$ cat config.mk
export PLATFORM = sky130hd
export DESIGN_NAME = mcControl
export DESIGN_NICKNAME = d
export VERILOG_FILES = /design/src/rtl/mcCtrlPkg.sv /design/src/rtl/mcSeq.sv /design/src/rtl/mcDecode.sv /design/src/rtl/mcControl.sv
export SDC_FILE = /design/constraint.sdc
export NUM_CORES = 1
export LEC_CHECK = 0
export ABC_CLOCK_PERIOD_IN_PS = 1100
export BUFFER_PORTS_ARGS = -buffer_cell sky130_fd_sc_hd__buf_2
export CAP_MARGIN = 20
export CORE_AREA = 2 2 39 41
export CTS_CLUSTER_DIAMETER = 30
export DETAILED_ROUTE_END_ITERATION = 8
export DIE_AREA = 0 0 41 43
export PLACE_DENSITY = 0.76
export SLEW_MARGIN = 20
export SYNTH_ARGS = -nofsm -noshare
export SYNTH_HDL_FRONTEND = slang
export SYNTH_SLANG_ARGS = --single-unit
$ cat constraint.sdc
create_clock -name clk -period 1.1 [get_ports clk]
set_input_delay 0.055 -clock clk [delete_from_list [all_inputs] [get_ports clk]]
set_output_delay 0.055 -clock clk [all_outputs]
set_load 0.03 [all_outputs]
$ cat src/rtl/mcCtrlPkg.sv
package mcCtrlPkg;

  typedef enum logic [3:0] {
    S_FETCH   = 4'd0,
    S_DECODE  = 4'd1,
    S_MEMADDR = 4'd2,
    S_MEMRD   = 4'd3,
    S_LDWB    = 4'd4,
    S_MEMWR   = 4'd5,
    S_EXEC    = 4'd6,
    S_RWB     = 4'd7,
    S_BEQ     = 4'd8,
    S_JUMP    = 4'd9,
    S_BNE     = 4'd10
  } ctrlState_e;

  localparam int STATE_W = $bits(ctrlState_e);

  // Operand B, ALU mode and next-PC select codes
  localparam logic [1:0] B_REG   = 2'b00;
  localparam logic [1:0] B_FOUR  = 2'b01;
  localparam logic [1:0] B_SEXT  = 2'b10;
  localparam logic [1:0] B_SHIFT = 2'b11;

  localparam logic [1:0] M_ADD   = 2'b00;
  localparam logic [1:0] M_SUB   = 2'b01;
  localparam logic [1:0] M_FUNCT = 2'b10;

  localparam logic [1:0] PC_LIVE = 2'b00;
  localparam logic [1:0] PC_HELD = 2'b01;
  localparam logic [1:0] PC_JUMP = 2'b10;

  typedef struct packed {
    logic       memAddrSel;
    logic       memRdEn;
    logic       memWrEn;
    logic       instLoad;
    logic       dstSel;
    logic       wbSel;
    logic       regWrEn;
    logic       aluASel;
    logic [1:0] aluBSel;
    logic [1:0] aluMode;
    logic [1:0] pcSel;
    logic       pcLoad;
    logic       pcLoadCond;
    logic       brInvert;
  } ctrlStrobes_t;

endpackage

$ cat src/rtl/mcSeq.sv
module mcSeq
  import mcCtrlPkg::*;
#(
  parameter int                OP_W   = 6,
  parameter logic [OP_W-1:0]   OP_RTY = 6'b000000,
  parameter logic [OP_W-1:0]   OP_LD  = 6'b100011,
  parameter logic [OP_W-1:0]   OP_ST  = 6'b101011,
  parameter logic [OP_W-1:0]   OP_BEQ = 6'b000100,
  parameter logic [OP_W-1:0]   OP_BNE = 6'b000101,
  parameter logic [OP_W-1:0]   OP_JMP = 6'b000010
) (
  input  logic            clk,
  input  logic            rst,
  input  logic [OP_W-1:0] instOp,
  output ctrlState_e      state
);

  ctrlState_e nextState;
  logic isLoad, isStore, isRty, isBeq, isBne, isJmp, isKnown;

  assign isLoad  = (instOp == OP_LD);
  assign isStore = (instOp == OP_ST);
  assign isRty   = (instOp == OP_RTY);
  assign isBeq   = (instOp == OP_BEQ);
  assign isBne   = (instOp == OP_BNE);
  assign isJmp   = (instOp == OP_JMP);
  assign isKnown = isLoad | isStore | isRty | isBeq | isBne | isJmp;

  always_ff @(posedge clk) begin
    if (rst) state <= S_FETCH;
    else     state <= nextState;
  end

  always_comb begin
    nextState = S_FETCH;
    case (state)
      S_FETCH:  nextState = S_DECODE;
      S_DECODE: begin
        if (isLoad || isStore) nextState = S_MEMADDR;
        else if (isRty)        nextState = S_EXEC;
        else if (isBeq)        nextState = S_BEQ;
        else if (isBne)        nextState = S_BNE;
        else if (isJmp)        nextState = S_JUMP;
        else                   nextState = S_FETCH;
      end
      S_MEMADDR: begin
        if (isLoad)       nextState = S_MEMRD;
        else if (isStore) nextState = S_MEMWR;
        else              nextState = S_FETCH;
      end
      S_MEMRD:  nextState = S_LDWB;
      S_EXEC:   nextState = S_RWB;
      default:  nextState = S_FETCH;
    endcase
  end

  // Sequence checks
  p_fetch_then_decode_r2: assert property (@(posedge clk) disable iff (rst)
    state == S_FETCH |=> state == S_DECODE);

  p_memrd_after_addr_r4: assert property (@(posedge clk) disable iff (rst)
    state == S_MEMRD |-> $past(state) == S_MEMADDR);

  p_memwr_after_addr_r5: assert property (@(posedge clk) disable iff (rst)
    state == S_MEMWR |-> $past(state) == S_MEMADDR);

  p_exec_after_decode_r6: assert property (@(posedge clk) disable iff (rst)
    state == S_EXEC |-> $past(state) == S_DECODE);

  p_last_to_fetch_r9: assert property (@(posedge clk) disable iff (rst)
    (state == S_LDWB || state == S_MEMWR || state == S_RWB ||
     state == S_BEQ || state == S_BNE || state == S_JUMP) |=> state == S_FETCH);

  p_unknown_to_fetch_r10: assert property (@(posedge clk) disable iff (rst)
    (state == S_DECODE && !isKnown) |=> state == S_FETCH);

endmodule

$ cat src/rtl/mcDecode.sv
module mcDecode
  import mcCtrlPkg::*;
(
  input  ctrlState_e   state,
  output ctrlStrobes_t strb
);

  always_comb begin
    strb = '0;
    case (state)
      S_FETCH: begin
        strb.memRdEn  = 1'b1;
        strb.instLoad = 1'b1;
        strb.aluBSel  = B_FOUR;
        strb.aluMode  = M_ADD;
        strb.pcSel    = PC_LIVE;
        strb.pcLoad   = 1'b1;
      end
      S_DECODE: begin
        strb.aluBSel = B_SHIFT;
        strb.aluMode = M_ADD;
      end
      S_MEMADDR: begin
        strb.aluASel = 1'b1;
        strb.aluBSel = B_SEXT;
        strb.aluMode = M_ADD;
      end
      S_MEMRD: begin
        strb.memRdEn    = 1'b1;
        strb.memAddrSel = 1'b1;
      end
      S_LDWB: begin
        strb.regWrEn = 1'b1;
        strb.wbSel   = 1'b1;
      end
      S_MEMWR: begin
        strb.memWrEn    = 1'b1;
        strb.memAddrSel = 1'b1;
      end
      S_EXEC: begin
        strb.aluASel = 1'b1;
        strb.aluBSel = B_REG;
        strb.aluMode = M_FUNCT;
      end
      S_RWB: begin
        strb.regWrEn = 1'b1;
        strb.dstSel  = 1'b1;
      end
      S_BEQ, S_BNE: begin
        strb.aluASel    = 1'b1;
        strb.aluBSel    = B_REG;
        strb.aluMode    = M_SUB;
        strb.pcSel      = PC_HELD;
        strb.pcLoadCond = 1'b1;
        strb.brInvert   = (state == S_BNE);
      end
      S_JUMP: begin
        strb.pcSel  = PC_JUMP;
        strb.pcLoad = 1'b1;
      end
      default: strb = '0;
    endcase
  end

endmodule

$ cat src/rtl/mcControl.sv
module mcControl
  import mcCtrlPkg::*;
#(
  parameter int              OP_W   = 6,
  parameter logic [OP_W-1:0] OP_RTY = 6'b000000,
  parameter logic [OP_W-1:0] OP_LD  = 6'b100011,
  parameter logic [OP_W-1:0] OP_ST  = 6'b101011,
  parameter logic [OP_W-1:0] OP_BEQ = 6'b000100,
  parameter logic [OP_W-1:0] OP_BNE = 6'b000101,
  parameter logic [OP_W-1:0] OP_JMP = 6'b000010
) (
  input  logic            clk,
  input  logic            rst,
  input  logic [OP_W-1:0] instOp,
  output logic            memAddrSel,
  output logic            memRdEn,
  output logic            memWrEn,
  output logic            instLoad,
  output logic            dstSel,
  output logic            wbSel,
  output logic            regWrEn,
  output logic            aluASel,
  output logic [1:0]      aluBSel,
  output logic [1:0]      aluMode,
  output logic [1:0]      pcSel,
  output logic            pcLoad,
  output logic            pcLoadCond,
  output logic            brInvert,
  output logic [3:0]      curState
);

  ctrlState_e   state;
  ctrlStrobes_t strb;

  mcSeq #(
    .OP_W(OP_W), .OP_RTY(OP_RTY), .OP_LD(OP_LD), .OP_ST(OP_ST),
    .OP_BEQ(OP_BEQ), .OP_BNE(OP_BNE), .OP_JMP(OP_JMP)
  ) uSeq (
    .clk    (clk),
    .rst    (rst),
    .instOp (instOp),
    .state  (state)
  );

  mcDecode uDec (
    .state (state),
    .strb  (strb)
  );

  assign memAddrSel = strb.memAddrSel;
  assign memRdEn    = strb.memRdEn;
  assign memWrEn    = strb.memWrEn;
  assign instLoad   = strb.instLoad;
  assign dstSel     = strb.dstSel;
  assign wbSel      = strb.wbSel;
  assign regWrEn    = strb.regWrEn;
  assign aluASel    = strb.aluASel;
  assign aluBSel    = strb.aluBSel;
  assign aluMode    = strb.aluMode;
  assign pcSel      = strb.pcSel;
  assign pcLoad     = strb.pcLoad;
  assign pcLoadCond = strb.pcLoadCond;
  assign brInvert   = strb.brInvert;
  assign curState   = state;

  // Strobe checks
  p_fetch_loads_r2: assert property (@(posedge clk) disable iff (rst)
    curState == 4'd0 |-> (instLoad && pcLoad && memRdEn && !memWrEn));

  p_decode_quiet_r3: assert property (@(posedge clk) disable iff (rst)
    curState == 4'd1 |-> !(memWrEn || regWrEn || pcLoad || pcLoadCond || instLoad));

  p_cond_not_taken_early_r7: assert property (@(posedge clk) disable iff (rst)
    pcLoadCond |-> $past(curState) == 4'd1);

  p_invert_only_bne_r8: assert property (@(posedge clk) disable iff (rst)
    brInvert |-> curState == 4'd10);

  p_mem_excl_r11: assert property (@(posedge clk) disable iff (rst)
    !(memRdEn && memWrEn));

  p_pc_excl_r11: assert property (@(posedge clk) disable iff (rst)
    !(pcLoad && pcLoadCond));

  p_invert_with_cond_r11: assert property (@(posedge clk) disable iff (rst)
    brInvert |-> pcLoadCond);

endmodule

==> flow_summary.ini, run 1 <==
[yosys]
synth_area_leaders = dfxtp_1 (17%), nor3b_1 (13%), a21oi_1 (5.4%)
synth_nets = 68
synth-seq-area-share = 0.174
synth.top_cell.area_share = 0.174
synth-seq-cells = 4
synth_cells = 60
synth_area_sq_um = 459
yosys.area.top_type = dfxtp_1
yosysWarnings = 0
avgSynthCellArea_sq_um = 7.65
ys_types = 25

[power_and_ir_drop]
power_mw = 0.578
leakage_nw = 0.432
power_density_nw_per_um2 = 563
ir_worst_vdd_uv = 504

[global_route]
grt_max_degree = 8
grt_util_all_layers = 0.178
grtUsageMet1 = 0.155
grtUsageMet2 = 0.356
top_usage_layer = met2
grtUsageMet3 = 0.0157
antenna_found_initial = 0
grt_pass1_vias = 566
globalRouteOverflowTotal = 0
grt_pass1_wl_microns = 2170

[timing]
hold_violations = 0
layout_worst_path_cycle_share = 1.24
clock_skew_ns = 0.00511
setup_viol = 21
worstMarginPinSlew_ns = 0.254
worst_slack_ns = -0.262
post-route-min-period_ns = 1.36
grt_setup_unrepaired = yes
slew_headroom = 0.829
maxSlewViolCount = 0
fmax_ghz = 0.734

[clock_network]
cts_sinks = 4
clock_latency_ns = 0.24
ctsHoldBuffers = 0
root_buffer = clkbuf_4
clockBufferDepth = 2
clk_pin_slew_worst_paths_ns = 0.03
cts.htree.levels = 1
cts_tree = built
numCtsBuffers = 3

[routing]
ant_nets = 0
wl_microns = 1390
routed-via-count = 618
wl_per_cell_microns = 11.7
drtIter0Drc = 8
firstDrtPassIters = 4
via_per_inst = 5.19
drc = 0

[final_layout]
fin_cells = 119
layout_commonest_cell = buf_6
final_cell_mix = buf_6 (20), buf_4 (13), buf_2 (12)
largest_reg_flops = 4
area_growth_pct = 124
fillers = 86
largestRegisters = uSeq.state: 4 flops
top_register = uSeq.state
nets = 113
num_antenna_cells = 0
drive_gt1_frac = 0.738
finalInstanceArea_sq_um = 1030

[place]
dpl_cell_area_sq_um = 791
dp_hpwl_microns = 1030
dp_slack_ns = -0.0865
place_congestion = 0.792
dpl.cell_count = 110
io_buffers = 28

[status]
status = finished with violations
violations = negative setup slack

[floorplan]
die_h_microns = 43
fp.dieW_microns = 41
dieArea_sq_um = 1760
rows = 14
coreArea_sq_um = 1380
start_util = 0.332
ios = 29

[setup_path]
crit_buf_inv = 1
cpPeakStageDelay_ns = 0.39
critPathMaxFanout = 5
required_ns = 1.04
cp-end-kind = primary output
worstPathArrival_ns = 1.31
cp_cell_sequence = or3_4, nor2_4, or2_4, buf_6
crit_path_top_delay_cell = or3_4
critPathLaunchType = flip-flop
crit_family = simple AND/OR/NAND/NOR gates
crit_type = reg2out

[hold_path]
hold_path.class = in2reg

[run]
cap_violations = 0
[cell families (layout without fill, tap and decap cells)]
kind of cell	after synthesis	in the layout	synth area share
AND/OR/NAND/NOR	35	35	0.501
AO/OA/AOI/OAI	9	9	0.136
buffers and inverters	8	51	0.112
XOR/XNOR	4	4	0.0763
flip-flops	4	4	0.174
[layer usage]
metal | up-vias | part of all wire
met5 | - | 0
met4 | 0 | 0.026
met3 | 9 | 0.056
met2 | 34 | 0.57
met1 | 275 | 0.34
li1 | 300 | -
[stage by stage]
stage	hold slack (ns)	setup TNS [ns]	util
global route	0.0275	-3.85	0.742
CTS	0.0173	-3.10	0.719
finish	0.0208	-2.84	0.742
detailed placement	0.261	-0.448	0.571
global placement	0.257	-0.248	0.571
floorplan	0.117	-1.20	-
[synth_stat cells]
library cell,n
or3_4,1
and2_1,1
buf_2,2
nand2_1,2
xor2_1,2
nor4_2,2
and4b_1,2
nor2_2,1
nor3b_1,8
a21boi_0,2
inv_1,3
o22ai_1,1
nand4_1,2
nor2_1,5
nand3_1,1
dfxtp_1,4
nor2b_1,1
xnor2_1,2
nand2b_1,4
a21oi_1,5
nor3_1,4
buf_4,1
o32ai_2,1
buf_6,2
or2_1,1
[layout make-up]
cell class                      instances  area (sq um)  area share
Sequential cell                         4          92.6      0.0901
Tap cell                               16          20.0      0.0195
Multi-Input combinational cell         48           498       0.485
Clock buffer                            3          22.5      0.0219
Inverter                                3          11.3      0.0110
Timing Repair Buffer                   45           383       0.373
[power breakdown]
part	internal (mW)	total (mW)	switching, mW
clock	0.122	0.188	0.0657
sequential	0.145	0.155	0.0102
combinational	0.113	0.234	0.122
total	0.380	0.578	0.197
[timing repair]
item / in CTS / in global routing
cloned: 0 / 0
setup endpoints to repair: 21 / 21
endpoints found under the hold margin: 0 / 0
pin swaps: 4 / 3
resized for setup: 37 / 10
buffers inserted: 6 / 1
[final timing paths]
kind,startpoint,endpoint,slack [ns],cells past startpoint
min,instOp[5],uSeq.state[3]$_SDFF_PP0_,0.02,2
max reg2reg,uSeq.state[1]$_SDFF_PP0_,uSeq.state[3]$_SDFF_PP0_,-0.16,5
min reg2reg,uSeq.state[2]$_SDFF_PP0_,uSeq.state[3]$_SDFF_PP0_,0.59,3
max,uSeq.state[2]$_SDFF_PP0_,pcLoad,-0.26,4
Power figures use the tool's default switching activity.
==> inputs of run 2 (changes only) <==
--- a/config.mk
+++ b/config.mk
@@ -12,6 +12,7 @@
 export CTS_CLUSTER_DIAMETER = 30
 export DETAILED_ROUTE_END_ITERATION = 8
 export DIE_AREA = 0 0 41 43
+export HOLD_SLACK_MARGIN = 0.05
 export PLACE_DENSITY = 0.76
 export SLEW_MARGIN = 20
 export SYNTH_ARGS = -nofsm -noshare
==> constraint.sdc (replaced) <==
create_clock -name clk -period 1.1 [get_ports clk]
set_input_delay 0.055 -clock clk [delete_from_list [all_inputs] [get_ports clk]]
set_output_delay 0.055 -clock clk [all_outputs]
set_load 0.1 [all_outputs]
==> flow_summary.ini, run 2 <==
[yosys]
synth_area_sq_um = 459
avgSynthCellArea_sq_um = 7.65
synth_nets = 68
synth_area_leaders = dfxtp_1 (17%), nor3b_1 (13%), a21oi_1 (5.4%)
synth_flop_cell = dfxtp_1
synth_common_cells = nor3b_1 (8), a21oi_1 (5), nor2_1 (5)
synth_edf_count = 0
yosysWarnings = 0
synth-seq-area-share = 0.174
yosys.area.top_type = dfxtp_1
synth_cells = 60
async_flop_share = 0
ys_types = 25
post-synth-top-count-cell = nor3b_1
synth.top_cell.area_share = 0.174
synth-seq-cells = 4

[clock_network]
clockBufferDepth = 2
cts_sinks = 4
cts.htree.levels = 1
numCtsBuffers = 3
root_buffer = clkbuf_4

[floorplan]
fp.dieW_microns = 41
rows = 14
start_util = 0.332
ios = 29
die_h_microns = 43

[place]
io_buffers = 28
place_congestion = 0.838
dp_hpwl_microns = 1400

[timing]
worst_endpoint_kind = output port
postGrtWorstEndpoint = pcLoad

[status]
tool.error = [ERROR DPL-0038] Utilization greater than 100%, impossible to legalize
status = stopped before the end
stop_stage = 5_1_grt

[global_route]
grt_max_degree = 9
run 2: what timing repair did:
item / in CTS
hold buffers: 2
setup buffers: 2
pin swaps: 7
hold endpoints to repair: 1
endpoints found under the setup margin: 21
resized for setup: 15
run 2: logic make-up after synthesis:
group	count (synthesis)	share of synthesized area
buffers and inverters	8	0.112
AO/OA/AOI/OAI	9	0.136
XOR/XNOR	4	0.0763
AND/OR/NAND/NOR	35	0.501
flip-flops	4	0.174
run 2: stage by stage:
stage | util | worst slack, ns | TNS (ns) | instance area (sq um) | std cells
CTS | 0.952 | -0.362 | -4.65 | 1320 | 125
detailed placement | 0.854 | -0.135 | -1.13 | 1180 | 118
global placement | 0.854 | -0.103 | -0.738 | 1180 | 118
floorplan | - | -1.10 | -11.21 | 637 | 60
==> inputs of run 3 (changes only) <==
--- a/config.mk
+++ b/config.mk
@@ -5,15 +5,13 @@
 export SDC_FILE = /design/constraint.sdc
 export NUM_CORES = 1
 export LEC_CHECK = 0
-export ABC_CLOCK_PERIOD_IN_PS = 1100
+export ABC_CLOCK_PERIOD_IN_PS = 1450
 export BUFFER_PORTS_ARGS = -buffer_cell sky130_fd_sc_hd__buf_2
 export CAP_MARGIN = 20
-export CORE_AREA = 2 2 39 41
-export CTS_CLUSTER_DIAMETER = 30
+export CORE_AREA = 2 2 63 65
 export DETAILED_ROUTE_END_ITERATION = 8
-export DIE_AREA = 0 0 41 43
-export HOLD_SLACK_MARGIN = 0.05
-export PLACE_DENSITY = 0.76
+export DIE_AREA = 0 0 65 67
+export PLACE_DENSITY_LB_ADDON = 0.15
 export SLEW_MARGIN = 20
 export SYNTH_ARGS = -nofsm -noshare
 export SYNTH_HDL_FRONTEND = slang
==> constraint.sdc (replaced) <==
create_clock -name clk -period 1.45 [get_ports clk]
set_input_delay 0.0725 -clock clk [delete_from_list [all_inputs] [get_ports clk]]
set_output_delay 0.0725 -clock clk [all_outputs]
set_load 0.1 [all_outputs]
==> flow_summary.ini, run 3 (synthesized netlist as in run 1, its figures left out) <==
[setup_path]
r2r_cells = 4
cpPeakStageDelay_ns = 0.41
cp.depth = 4
crit_buf_inv = 1
critPathLaunchType = flip-flop
required_ns = 1.38
rrSetupSlack_ns = 0.10
cp-end-kind = primary output
r2r_end = uSeq.state[0]$_SDFF_PP0_
worstPathArrival_ns = 1.38
crit_family = simple AND/OR/NAND/NOR gates
critPathMaxFanout = 6
crit_type = reg2out
crit_path_top_delay_cell = or3_4
r2r-start = uSeq.state[1]$_SDFF_PP0_
cp_cell_sequence = or3_4, nor2_4, or2_4, buf_12
critical_path.endpoint = pcLoad
setup.worst_path.start = uSeq.state[1]$_SDFF_PP0_

[timing]
hold_violations = 0
setup_viol = 0
worstMarginPinSlew_ns = 0.483
fmax_ghz = 0.691
whs_ns = 0.0699
slew_headroom = 0.680
post-route-min-period_ns = 1.45
finalSetupTns_ns = 0
layout_worst_path_cycle_share = 0.998
maxSlewViolCount = 0
clock_skew_ns = 0.000773
grt_setup_unrepaired = yes

[routing]
via_per_inst = 3.83
ant_nets = 0
firstDrtPassIters = 2
wl_microns = 1410
drtIter0Drc = 1
wl_per_cell_microns = 9.75
routed-via-count = 555
drc = 0

[power_and_ir_drop]
switching_share = 0.377
p_clk_frac = 0.365
comb_power_share = 0.444
power_frac_seq = 0.191
switchingPower_mw = 0.239
power_density_nw_per_um2 = 541
leakage_nw = 0.448
ir_worst_vdd_uv = 274
p_int_mw = 0.395
power_mw = 0.634

[global_route]
grt_util_all_layers = 0.0715
globalRouteOverflowTotal = 0
grt_pass1_wl_microns = 2460
grt_pass1_vias = 561
antenna_found_initial = 0
grt_max_degree = 12

[status]
status = complete, no violations

[floorplan]
dieArea_sq_um = 4360
start_util = 0.127
die_h_microns = 67
rows = 22
ios = 29
fp.dieW_microns = 65
coreArea_sq_um = 3610

[run]
cap_violations = 0

[final_layout]
final_cell_mix = buf_12 (17), buf_2 (11), buf_4 (9)
drive_gt1_frac = 0.701
largestRegisters = uSeq.state: 4 flops
area_growth_pct = 155
largest_reg_flops = 4
num_antenna_cells = 0
fin_cells = 145
top_register = uSeq.state
nets = 107
layout_commonest_cell = buf_12

[clock_network]
numCtsBuffers = 3
cts_sinks = 4
cts_tree = built
clk_pin_slew_worst_paths_ns = 0.03
clock_latency_ns = 0.22
root_buffer = clkbuf_8
cts.htree.levels = 1
ctsHoldBuffers = 0
clockBufferDepth = 2

[place]
place_congestion = 0.739
dpl.cell_count = 135
io_buffers = 28
dp_hpwl_microns = 1200

[hold_path]
hold_path.class = in2reg
## run 3: worst min-delay path by stage
stage	start	to	slack (ns)	depth (start not counted)
CTS	instOp[5]	uSeq.state[3]$_SDFF_PP0_	0.07	2
finish	instOp[5]	uSeq.state[3]$_SDFF_PP0_	0.07	2
detailed placement	instOp[5]	uSeq.state[3]$_SDFF_PP0_	0.29	2
global route	instOp[5]	uSeq.state[3]$_SDFF_PP0_	0.08	2
global placement	instOp[5]	uSeq.state[3]$_SDFF_PP0_	0.28	2
floorplan	instOp[5]	uSeq.state[3]$_SDFF_PP0_	0.13	1
## run 3: stage by stage
stage	instance area [sq um]	worst slack, ns	util
finish	1170	0.00226	0.325
global route	1170	-0.0399	0.325
CTS	1130	-0.0121	0.312
detailed placement	1050	0.116	0.291
global placement	1050	0.132	0.291
floorplan	633	-0.768	-
## run 3: repair_timing
action                     CTS  global route
gates resized for setup      3             2
hold endpoints to repair     0             0
pin swaps                    4             4
setup endpoints to repair    4             7
setup buffers                2             5
## run 3: final cells by class
type / instances / area (sq um)
Sequential cell: 4 / 95.1
Timing Repair Buffer: 39 / 489
Tap cell: 48 / 60.1
Clock buffer: 3 / 41.3
Fill cell: 362 / 2430
Inverter: 3 / 15.0
Multi-Input combinational cell: 48 / 470
## run 3: routing by layer
layer / part of all wire / up-vias / GRT usage
met4: 0.013 / 0 / 0.0479
li1: - / 286 / -
met1: 0.42 / 246 / 0.0785
met3: 0.064 / 2 / 0.0118
met2: 0.50 / 21 / 0.126
met5: 0 / - / 0
## run 3: power by group through the flow
| stage | registers, mW | logic [mW] | clock network, mW |
|---|---|---|---|
| 6_report | 0.121 | 0.282 | 0.231 |
| 5_1_grt | 0.122 | 0.293 | 0.248 |
| 4_1_cts | 0.122 | 0.278 | 0.235 |
| 3_5_place_dp | 0.122 | 0.270 | 0 |
| 3_3_place_gp | 0.121 | 0.270 | 0 |
| 2_1_floorplan | 0.138 | 0.165 | 0 |
